**config.mk**
```make
export PLATFORM = sky130hd
export DESIGN_NAME = lpseq_top
export DESIGN_NICKNAME = d
export VERILOG_FILES = /design/src/rtl/lpseq_pkg.sv /design/src/rtl/lpseq_datapath.sv /design/src/rtl/lpseq_ctrl.sv /design/src/rtl/lpseq_top.sv
export SDC_FILE = /design/constraint.sdc
export NUM_CORES = 1
export LEC_CHECK = 0
export BUFFER_PORTS_ARGS = -buffer_cell sky130_fd_sc_hd__buf_2
export CAP_MARGIN = 10
export CORE_MARGIN = 2
export CORE_UTILIZATION = 50
export DETAILED_ROUTE_END_ITERATION = 8
export PLACE_DENSITY = 0.76
export RECOVER_POWER = 100
export SETUP_SLACK_MARGIN = 0.15
export SLEW_MARGIN = 10
export SYNTH_ARGS = -nofsm -noshare
export SYNTH_HDL_FRONTEND = slang
export SYNTH_SLANG_ARGS = --single-unit
export TNS_END_PERCENT = 30
```
**constraint.sdc**
```tcl
create_clock -name clk -period 4.47 [get_ports clk]
set_input_delay 0.447 -clock clk [delete_from_list [all_inputs] [get_ports clk]]
set_output_delay 0.447 -clock clk [all_outputs]
set_load 0.1 [all_outputs]
```
**src/rtl/lpseq_pkg.sv**
```systemverilog
package lpseq_pkg;

  localparam int ADDR_W   = 12;
  localparam int DATA_W   = 32;
  localparam int IDX_W    = 7;
  localparam int PWR_W    = 6;

  localparam logic [ADDR_W-1:0] OFS_CFG    = 12'h008;
  localparam logic [ADDR_W-1:0] OFS_STATUS = 12'h00C;
  localparam logic [ADDR_W-1:0] OFS_CTL    = 12'h030;
  localparam logic [ADDR_W-1:0] OFS_DLY    = 12'h034;
  localparam logic [ADDR_W-1:0] OFS_SEQ    = 12'h080;

  localparam logic [7:0] CMD_END = 8'h0F;

  typedef enum logic [1:0] {
    ST_IDLE  = 2'b00,
    ST_RUN   = 2'b01,
    ST_DELAY = 2'b10,
    ST_WAIT  = 2'b11
  } seqState_e;

  // strobes from control to datapath
  typedef struct packed {
    logic setPwr;   // load low bits of fetched byte onto outputs
    logic finish;   // clear outputs and release the core
    logic setErr;   // raise the sticky overrun flag
  } seqStrobe_t;

  function automatic logic isEnd(input logic [7:0] b);
    return b == CMD_END;
  endfunction

  function automatic logic isWake(input logic [7:0] b);
    return b[7];
  endfunction

  function automatic logic isDelay(input logic [7:0] b);
    return b[7:4] == 4'h2;
  endfunction

endpackage

```
**src/rtl/lpseq_datapath.sv**
```systemverilog
module lpseq_datapath
  import lpseq_pkg::*;
#(
  parameter int SEQ_BYTES = 32
) (
  input  logic              clk,
  input  logic              rstN,
  input  logic              regWr,
  input  logic [ADDR_W-1:0] regAddr,
  input  logic [DATA_W-1:0] regWdata,
  output logic [DATA_W-1:0] regRdata,
  input  seqStrobe_t        strobe,
  input  logic [IDX_W-1:0]  curIdx,
  input  logic [1:0]        stCode,
  input  logic              busy,
  output logic [7:0]        fetchByte,
  output logic              idxInRange,
  output logic [DATA_W-1:0] cfgWord,
  output logic [DATA_W-1:0] ctlWord,
  output logic [DATA_W-1:0] dlyWord,
  output logic [PWR_W-1:0]  pwrCtl,
  output logic              coreRelease,
  output logic              errFlag
);

  localparam int SEQ_WORDS = SEQ_BYTES / 4;
  localparam int MEM_AW    = $clog2(SEQ_BYTES);

  logic [7:0] seqMem [SEQ_BYTES];

  // register file and sequence memory
  always_ff @(posedge clk or negedge rstN) begin
    if (!rstN) begin
      cfgWord <= '0;
      ctlWord <= '0;
      dlyWord <= '0;
      for (int i = 0; i < SEQ_BYTES; i++) seqMem[i] <= 8'h00;
    end else if (regWr) begin
      if (regAddr == OFS_CFG) cfgWord <= regWdata;
      if (regAddr == OFS_CTL) ctlWord <= regWdata;
      if (regAddr == OFS_DLY) dlyWord <= regWdata;
      for (int w = 0; w < SEQ_WORDS; w++) begin
        if (regAddr == OFS_SEQ + ADDR_W'(w * 4)) begin
          for (int b = 0; b < 4; b++) seqMem[w*4 + b] <= regWdata[b*8 +: 8];
        end
      end
    end
  end

  // fetch path
  assign idxInRange = curIdx < IDX_W'(SEQ_BYTES);
  assign fetchByte  = idxInRange ? seqMem[curIdx[MEM_AW-1:0]] : 8'h00;

  // status word
  logic [DATA_W-1:0] statusWord;
  always_comb begin
    statusWord          = '0;
    statusWord[0]       = busy;
    statusWord[1]       = errFlag;
    statusWord[4 +: IDX_W] = curIdx;
    statusWord[13:12]   = stCode;
  end

  // read mux
  always_comb begin
    regRdata = '0;
    if (regAddr == OFS_CFG)    regRdata = cfgWord;
    if (regAddr == OFS_STATUS) regRdata = statusWord;
    if (regAddr == OFS_CTL)    regRdata = ctlWord;
    if (regAddr == OFS_DLY)    regRdata = dlyWord;
    for (int w = 0; w < SEQ_WORDS; w++) begin
      if (regAddr == OFS_SEQ + ADDR_W'(w * 4))
        regRdata = {seqMem[w*4+3], seqMem[w*4+2], seqMem[w*4+1], seqMem[w*4]};
    end
  end

  // output registers
  always_ff @(posedge clk or negedge rstN) begin
    if (!rstN) begin
      pwrCtl      <= '0;
      coreRelease <= 1'b0;
      errFlag     <= 1'b0;
    end else begin
      coreRelease <= strobe.finish;
      if (strobe.finish)      pwrCtl <= '0;
      else if (strobe.setPwr) pwrCtl <= fetchByte[PWR_W-1:0];
      if (strobe.setErr) errFlag <= 1'b1;
    end
  end

endmodule

```
**src/rtl/lpseq_ctrl.sv**
```systemverilog
module lpseq_ctrl
  import lpseq_pkg::*;
(
  input  logic              clk,
  input  logic              rstN,
  input  logic              idleReq,
  input  logic              wakeIrq,
  input  logic [DATA_W-1:0] cfgWord,
  input  logic [DATA_W-1:0] ctlWord,
  input  logic [DATA_W-1:0] dlyWord,
  input  logic [7:0]        fetchByte,
  input  logic              idxInRange,
  output seqStrobe_t        strobe,
  output logic [IDX_W-1:0]  curIdx,
  output logic [1:0]        stCode,
  output logic              busy
);

  seqState_e  state;
  logic       idleQ;
  logic [7:0] divCnt;
  logic [7:0] dlyCnt;
  logic [7:0] divN;
  logic       tick;
  logic       startEdge;
  logic [7:0] dlyField;
  logic       runTick;

  assign divN      = (cfgWord[7:0] == 8'd0) ? 8'd1 : cfgWord[7:0];
  assign busy      = state != ST_IDLE;
  assign tick      = busy && (divCnt == divN - 8'd1);
  assign startEdge = idleReq && !idleQ;
  assign dlyField  = dlyWord[{fetchByte[1:0], 3'b000} +: 8];
  assign runTick   = (state == ST_RUN) && tick;
  assign stCode    = state;

  always_comb begin
    strobe        = '0;
    strobe.finish = runTick && (!idxInRange || isEnd(fetchByte));
    strobe.setErr = runTick && !idxInRange;
    strobe.setPwr = runTick && idxInRange && !isEnd(fetchByte) &&
                    !isWake(fetchByte) && !isDelay(fetchByte);
  end

  always_ff @(posedge clk or negedge rstN) begin
    if (!rstN) begin
      state  <= ST_IDLE;
      idleQ  <= 1'b0;
      curIdx <= '0;
      divCnt <= '0;
      dlyCnt <= '0;
    end else begin
      idleQ <= idleReq;
      if (busy) divCnt <= tick ? 8'd0 : divCnt + 8'd1;
      case (state)
        ST_IDLE: begin
          if (startEdge && ctlWord[0]) begin
            state  <= ST_RUN;
            curIdx <= ctlWord[4 +: IDX_W];
            divCnt <= '0;
          end
        end
        ST_RUN: begin
          if (tick) begin
            if (!idxInRange || isEnd(fetchByte)) begin
              state <= ST_IDLE;
            end else if (isWake(fetchByte)) begin
              state  <= ST_WAIT;
              curIdx <= curIdx + 1'b1;
            end else if (isDelay(fetchByte)) begin
              curIdx <= curIdx + 1'b1;
              if (dlyField != 8'd0) begin
                dlyCnt <= dlyField;
                state  <= ST_DELAY;
              end
            end else begin
              curIdx <= curIdx + 1'b1;
            end
          end
        end
        ST_DELAY: begin
          if (tick) begin
            if (dlyCnt == 8'd1) state <= ST_RUN;
            else dlyCnt <= dlyCnt - 8'd1;
          end
        end
        ST_WAIT: begin
          if (wakeIrq) state <= ST_RUN;
        end
        default: state <= ST_IDLE;
      endcase
    end
  end

endmodule

```
**src/rtl/lpseq_top.sv**
```systemverilog
module lpseq_top
  import lpseq_pkg::*;
#(
  parameter int SEQ_BYTES = 32
) (
  input  logic              clk,
  input  logic              rstN,
  input  logic              regWr,
  input  logic [ADDR_W-1:0] regAddr,
  input  logic [DATA_W-1:0] regWdata,
  output logic [DATA_W-1:0] regRdata,
  input  logic              idleReq,
  input  logic              wakeIrq,
  output logic [PWR_W-1:0]  pwrCtl,
  output logic              coreRelease,
  output logic              busy
);

  seqStrobe_t        strobe;
  logic [IDX_W-1:0]  curIdx;
  logic [1:0]        stCode;
  logic [7:0]        fetchByte;
  logic              idxInRange;
  logic [DATA_W-1:0] cfgWord;
  logic [DATA_W-1:0] ctlWord;
  logic [DATA_W-1:0] dlyWord;
  logic              errFlag;
  logic              ctlEn;

  assign ctlEn = ctlWord[0];

  lpseq_ctrl u_ctrl (
    .clk        (clk),
    .rstN       (rstN),
    .idleReq    (idleReq),
    .wakeIrq    (wakeIrq),
    .cfgWord    (cfgWord),
    .ctlWord    (ctlWord),
    .dlyWord    (dlyWord),
    .fetchByte  (fetchByte),
    .idxInRange (idxInRange),
    .strobe     (strobe),
    .curIdx     (curIdx),
    .stCode     (stCode),
    .busy       (busy)
  );

  lpseq_datapath #(.SEQ_BYTES(SEQ_BYTES)) u_dp (
    .clk         (clk),
    .rstN        (rstN),
    .regWr       (regWr),
    .regAddr     (regAddr),
    .regWdata    (regWdata),
    .regRdata    (regRdata),
    .strobe      (strobe),
    .curIdx      (curIdx),
    .stCode      (stCode),
    .busy        (busy),
    .fetchByte   (fetchByte),
    .idxInRange  (idxInRange),
    .cfgWord     (cfgWord),
    .ctlWord     (ctlWord),
    .dlyWord     (dlyWord),
    .pwrCtl      (pwrCtl),
    .coreRelease (coreRelease),
    .errFlag     (errFlag)
  );

endmodule

```
==> results.json <==
{
  "drive_above_1_share_pct": 35.8,
  "synthCells": 1681,
  "grt_usage_pct": 29.9,
  "path_cells": "buf_2, or4_1, nor3_1, and3_1, clkbuf_2, o21ai_0, o2111ai_1, a21oi_1, o21ai_0, clkbuf_2",
  "fin_nets": 1777,
  "async_flop_share_pct": 100,
  "clock_latency_ps": 560,
  "power_frac_clock_pct": 40.0,
  "io_buffer_count": 88,
  "drtPass1Iterations": 8,
  "slew_headroom_pct": -122,
  "ir_worst_vdd_mv": 0.322,
  "violations": "capacitance limit, slew limit",
  "slowest_delay_ps": 700,
  "cts_resized": 0,
  "seq_power_share_pct": 39.7,
  "hold_depth": 1,
  "swShare_pct": 30.6,
  "postSynthAreaPerCell_um2": 12.1,
  "power.net_switching_mw": 2.95,
  "hold_viol_final": 0,
  "fin_area_um2": 22900,
  "post-dp-hpwl_um": 43600,
  "drv_cap": 3,
  "critPathKind": "input pin to output pin",
  "dieHeight_um": 206,
  "synthFlopType": "dfrtp_1",
  "p_comb_share_pct": 20.3,
  "worst_pin_slew_ps": 3320,
  "hold_path_class": "input pin to register",
  "placed_cell_area_um2": 21800,
  "synth_seq_area_share_pct": 47.4,
  "yosysTopAreaCellShare_pct": 47.4,
  "place_congestion": 0.943,
  "clock_path_buffers": 3,
  "num_rows": 73,
  "drcViolationCount": 0,
  "syn-num-nets": 1735,
  "viasPerCell": 6.85,
  "ff2ff_setup_slack_ps": 290,
  "synth.area.top_cells": "dfrtp_1 (47%), mux2_2 (19%), mux4_2 (7.6%), mux2i_1 (2.0%), nand2_1 (1.9%)",
  "tritoncts": "built",
  "layout_min_cycle_time_ps": 4270,
  "clockRootBuffer": "clkbuf_16",
  "first_iter_violations": 1794,
  "grt_max_degree": 121,
  "grt_overflow": 0,
  "p_leak_nw": 10.8,
  "wl_per_cell_um": 27.5,
  "die_x_um": 206,
  "final.setup_skew_ps": 23.9,
  "worstSetupStartpointType": "input pin",
  "fill_cells": 3229,
  "syn-cell-area_um2": 20400,
  "max_freq_ghz": 0.234,
  "cts_buffers": 42,
  "final_common_cell": "dfrtp_1",
  "cts-htree-levels": 2,
  "ff2ff_path_depth": 10,
  "clkSinkCount": 386,
  "rsz0062_at_grt": "false",
  "synth_top_cell_by_area": "dfrtp_1",
  "drt-total-wl_um": 62800,
  "vias": 15600,
  "synth-edff-count": 0,
  "final_cell_count_no_fill": 2282,
  "cp.required_ps": 4020,
  "coreArea_um2": 40000,
  "power.density_nw_per_um2": 421,
  "antenna_found_initial": 8,
  "cp_data_arrival_time_ps": 3820,
  "cp_max_fo": 13,
  "die_area_um2": 42400,
  "setup_viol": 0,
  "dp.cells": 2204,
  "ant_nets": 0,
  "synth_cell_types": 74,
  "grt_pass1_vias": 15600,
  "layout_common_cells": "dfrtp_1 (384), mux2_2 (350), nand2_1 (103)",
  "pin_count": 89,
  "syn_to_final_growth_pct": 12.6,
  "crit_slowest_cell": "or4_1",
  "initial_core_util_pct": 50.9,
  "crit_path_end_kind": "output pin",
  "post_cts_buffers": 0,
  "fin_crit_sh_pct": 95.5,
  "intPower_mw": 6.70,
  "drv_slew": 184,
  "synth_warnings": 0,
  "holdBufCountCts": 0,
  "run_status": "finished, violations left",
  "grt_first_pass_wirelength_um": 95500,
  "clkTransAtPathRegs_ps": 60,
  "ys_ff_latch": 386,
  "total_power_mw": 9.65
}
-- cell usage after synthesis (5+ instances only) --
library cell / count
buf_2: 10
ha_1: 5
nand2_1: 103
nand2b_1: 11
nor2_1: 86
a21oi_1: 64
a22oi_1: 40
nor2b_1: 11
nor3_1: 10
nand3_1: 39
a221o_1: 11
a222oi_1: 23
a221oi_1: 11
and3_1: 5
nand3b_1: 7
a31oi_1: 23
mux4_2: 69
inv_1: 37
mux2_2: 352
or3_1: 5
a211oi_1: 5
o2111ai_1: 10
o21ai_0: 61
buf_1: 41
clkbuf_1: 84
buf_4: 9
dfrtp_1: 386
mux2_1: 6
nor4_1: 5
o22ai_1: 5
o221ai_1: 22
xor2_1: 9
mux2i_1: 40
-- path summary, 6_finish.rpt --
path | from | to
setup reg to reg | u_ctrl.curIdx[0] | u_ctrl.dlyCnt[1]
hold / removal | idleReq | u_ctrl.idleQ
max in group asynchronous | rstN | u_ctrl.curIdx[1]
setup / recovery | regAddr[11] | regRdata[21]
hold reg to reg | u_dp.cfgWord[30] | u_dp.cfgWord[30]
min in group asynchronous | rstN | u_dp.seqMem[108]
-- state kept, by name, indices dropped and copies added (netlist names) --
name / flops
u_ctrl.stCode: 2
u_ctrl.dlyCnt: 8
u_dp.dlyWord: 32
u_dp.cfgWord: 32
u_dp.pwrCtl: 6
u_ctrl.curIdx: 7
u_dp.errFlag: 1
u_ctrl.divCnt: 8
u_dp.coreRelease: 1
u_ctrl.idleQ: 1
u_dp.seqMem: 256
u_dp.ctlWord: 32
-- metal layers --
metal | global-route usage (%) | wire, um
met5 | 0 | 29
met4 | 13.8 | 3280
met3 | 5.32 | 5800
met2 | 48.8 | 30000
met1 | 39.1 | 23700
-- cell type report --
| cell class | instances | area [um^2] | share of cell area, % |
|---|---|---|---|
| Clock buffer | 53 | 1160 | 5.07 |
| Timing Repair Buffer | 146 | 1000 | 4.37 |
| Antenna cell | 4 | 10.0 | 0.0436 |
| Inverter | 38 | 143 | 0.622 |
| Sequential cell | 386 | 9660 | 42.1 |
| Multi-Input combinational cell | 1109 | 9920 | 43.3 |
| Tap cell | 525 | 657 | 2.86 |
| Clock inverter | 21 | 373 | 1.63 |
-- critical path: cells and delay by family --
kind                   cells  cell delay [ps]
buffers and inverters      3             1080
AND/OR/NAND/NOR            3             1560
AO/OA/AOI/OAI              4              720
-- power groups by stage --
stage	combinational [mW]	clock [mW]	sequential (mW)
final	1.96	3.86	3.83
after global routing	2.08	4.03	3.85
after CTS	1.95	3.90	3.83
after detailed placement	1.94	0	3.89
after global placement	1.90	0	3.88
after floorplan	1.54	0	3.77
-- through the flow --
step / TNS (ps) / hold slack (ps) / worst slack, ps / utilization (%)
floorplan: -2930 / 151 / -588 / -
detailed placement: 0 / 484 / 369 / 54.6
finish: 0 / 35.7 / 202 / 57.3
global route: 0 / 39.1 / 97.0 / 57.3
global placement: 0 / 472 / 396 / 54.6
CTS: 0 / 19.3 / 347 / 58.5
-- kinds of logic after synthesis --
family                     count (synthesis)  share of synthesized area, %
AOI/OAI and AO/OA                        316                          11.1
xor gates and xnor gates                  12                         0.516
adders and majority gates                  5                         0.307
buffers and inverters                    186                          3.93
DFF                                      386                          47.4
muxes                                    470                          29.8
and+or+nand+nor                          306                          6.96
Note: power is estimated with default switching activity, not from simulation.
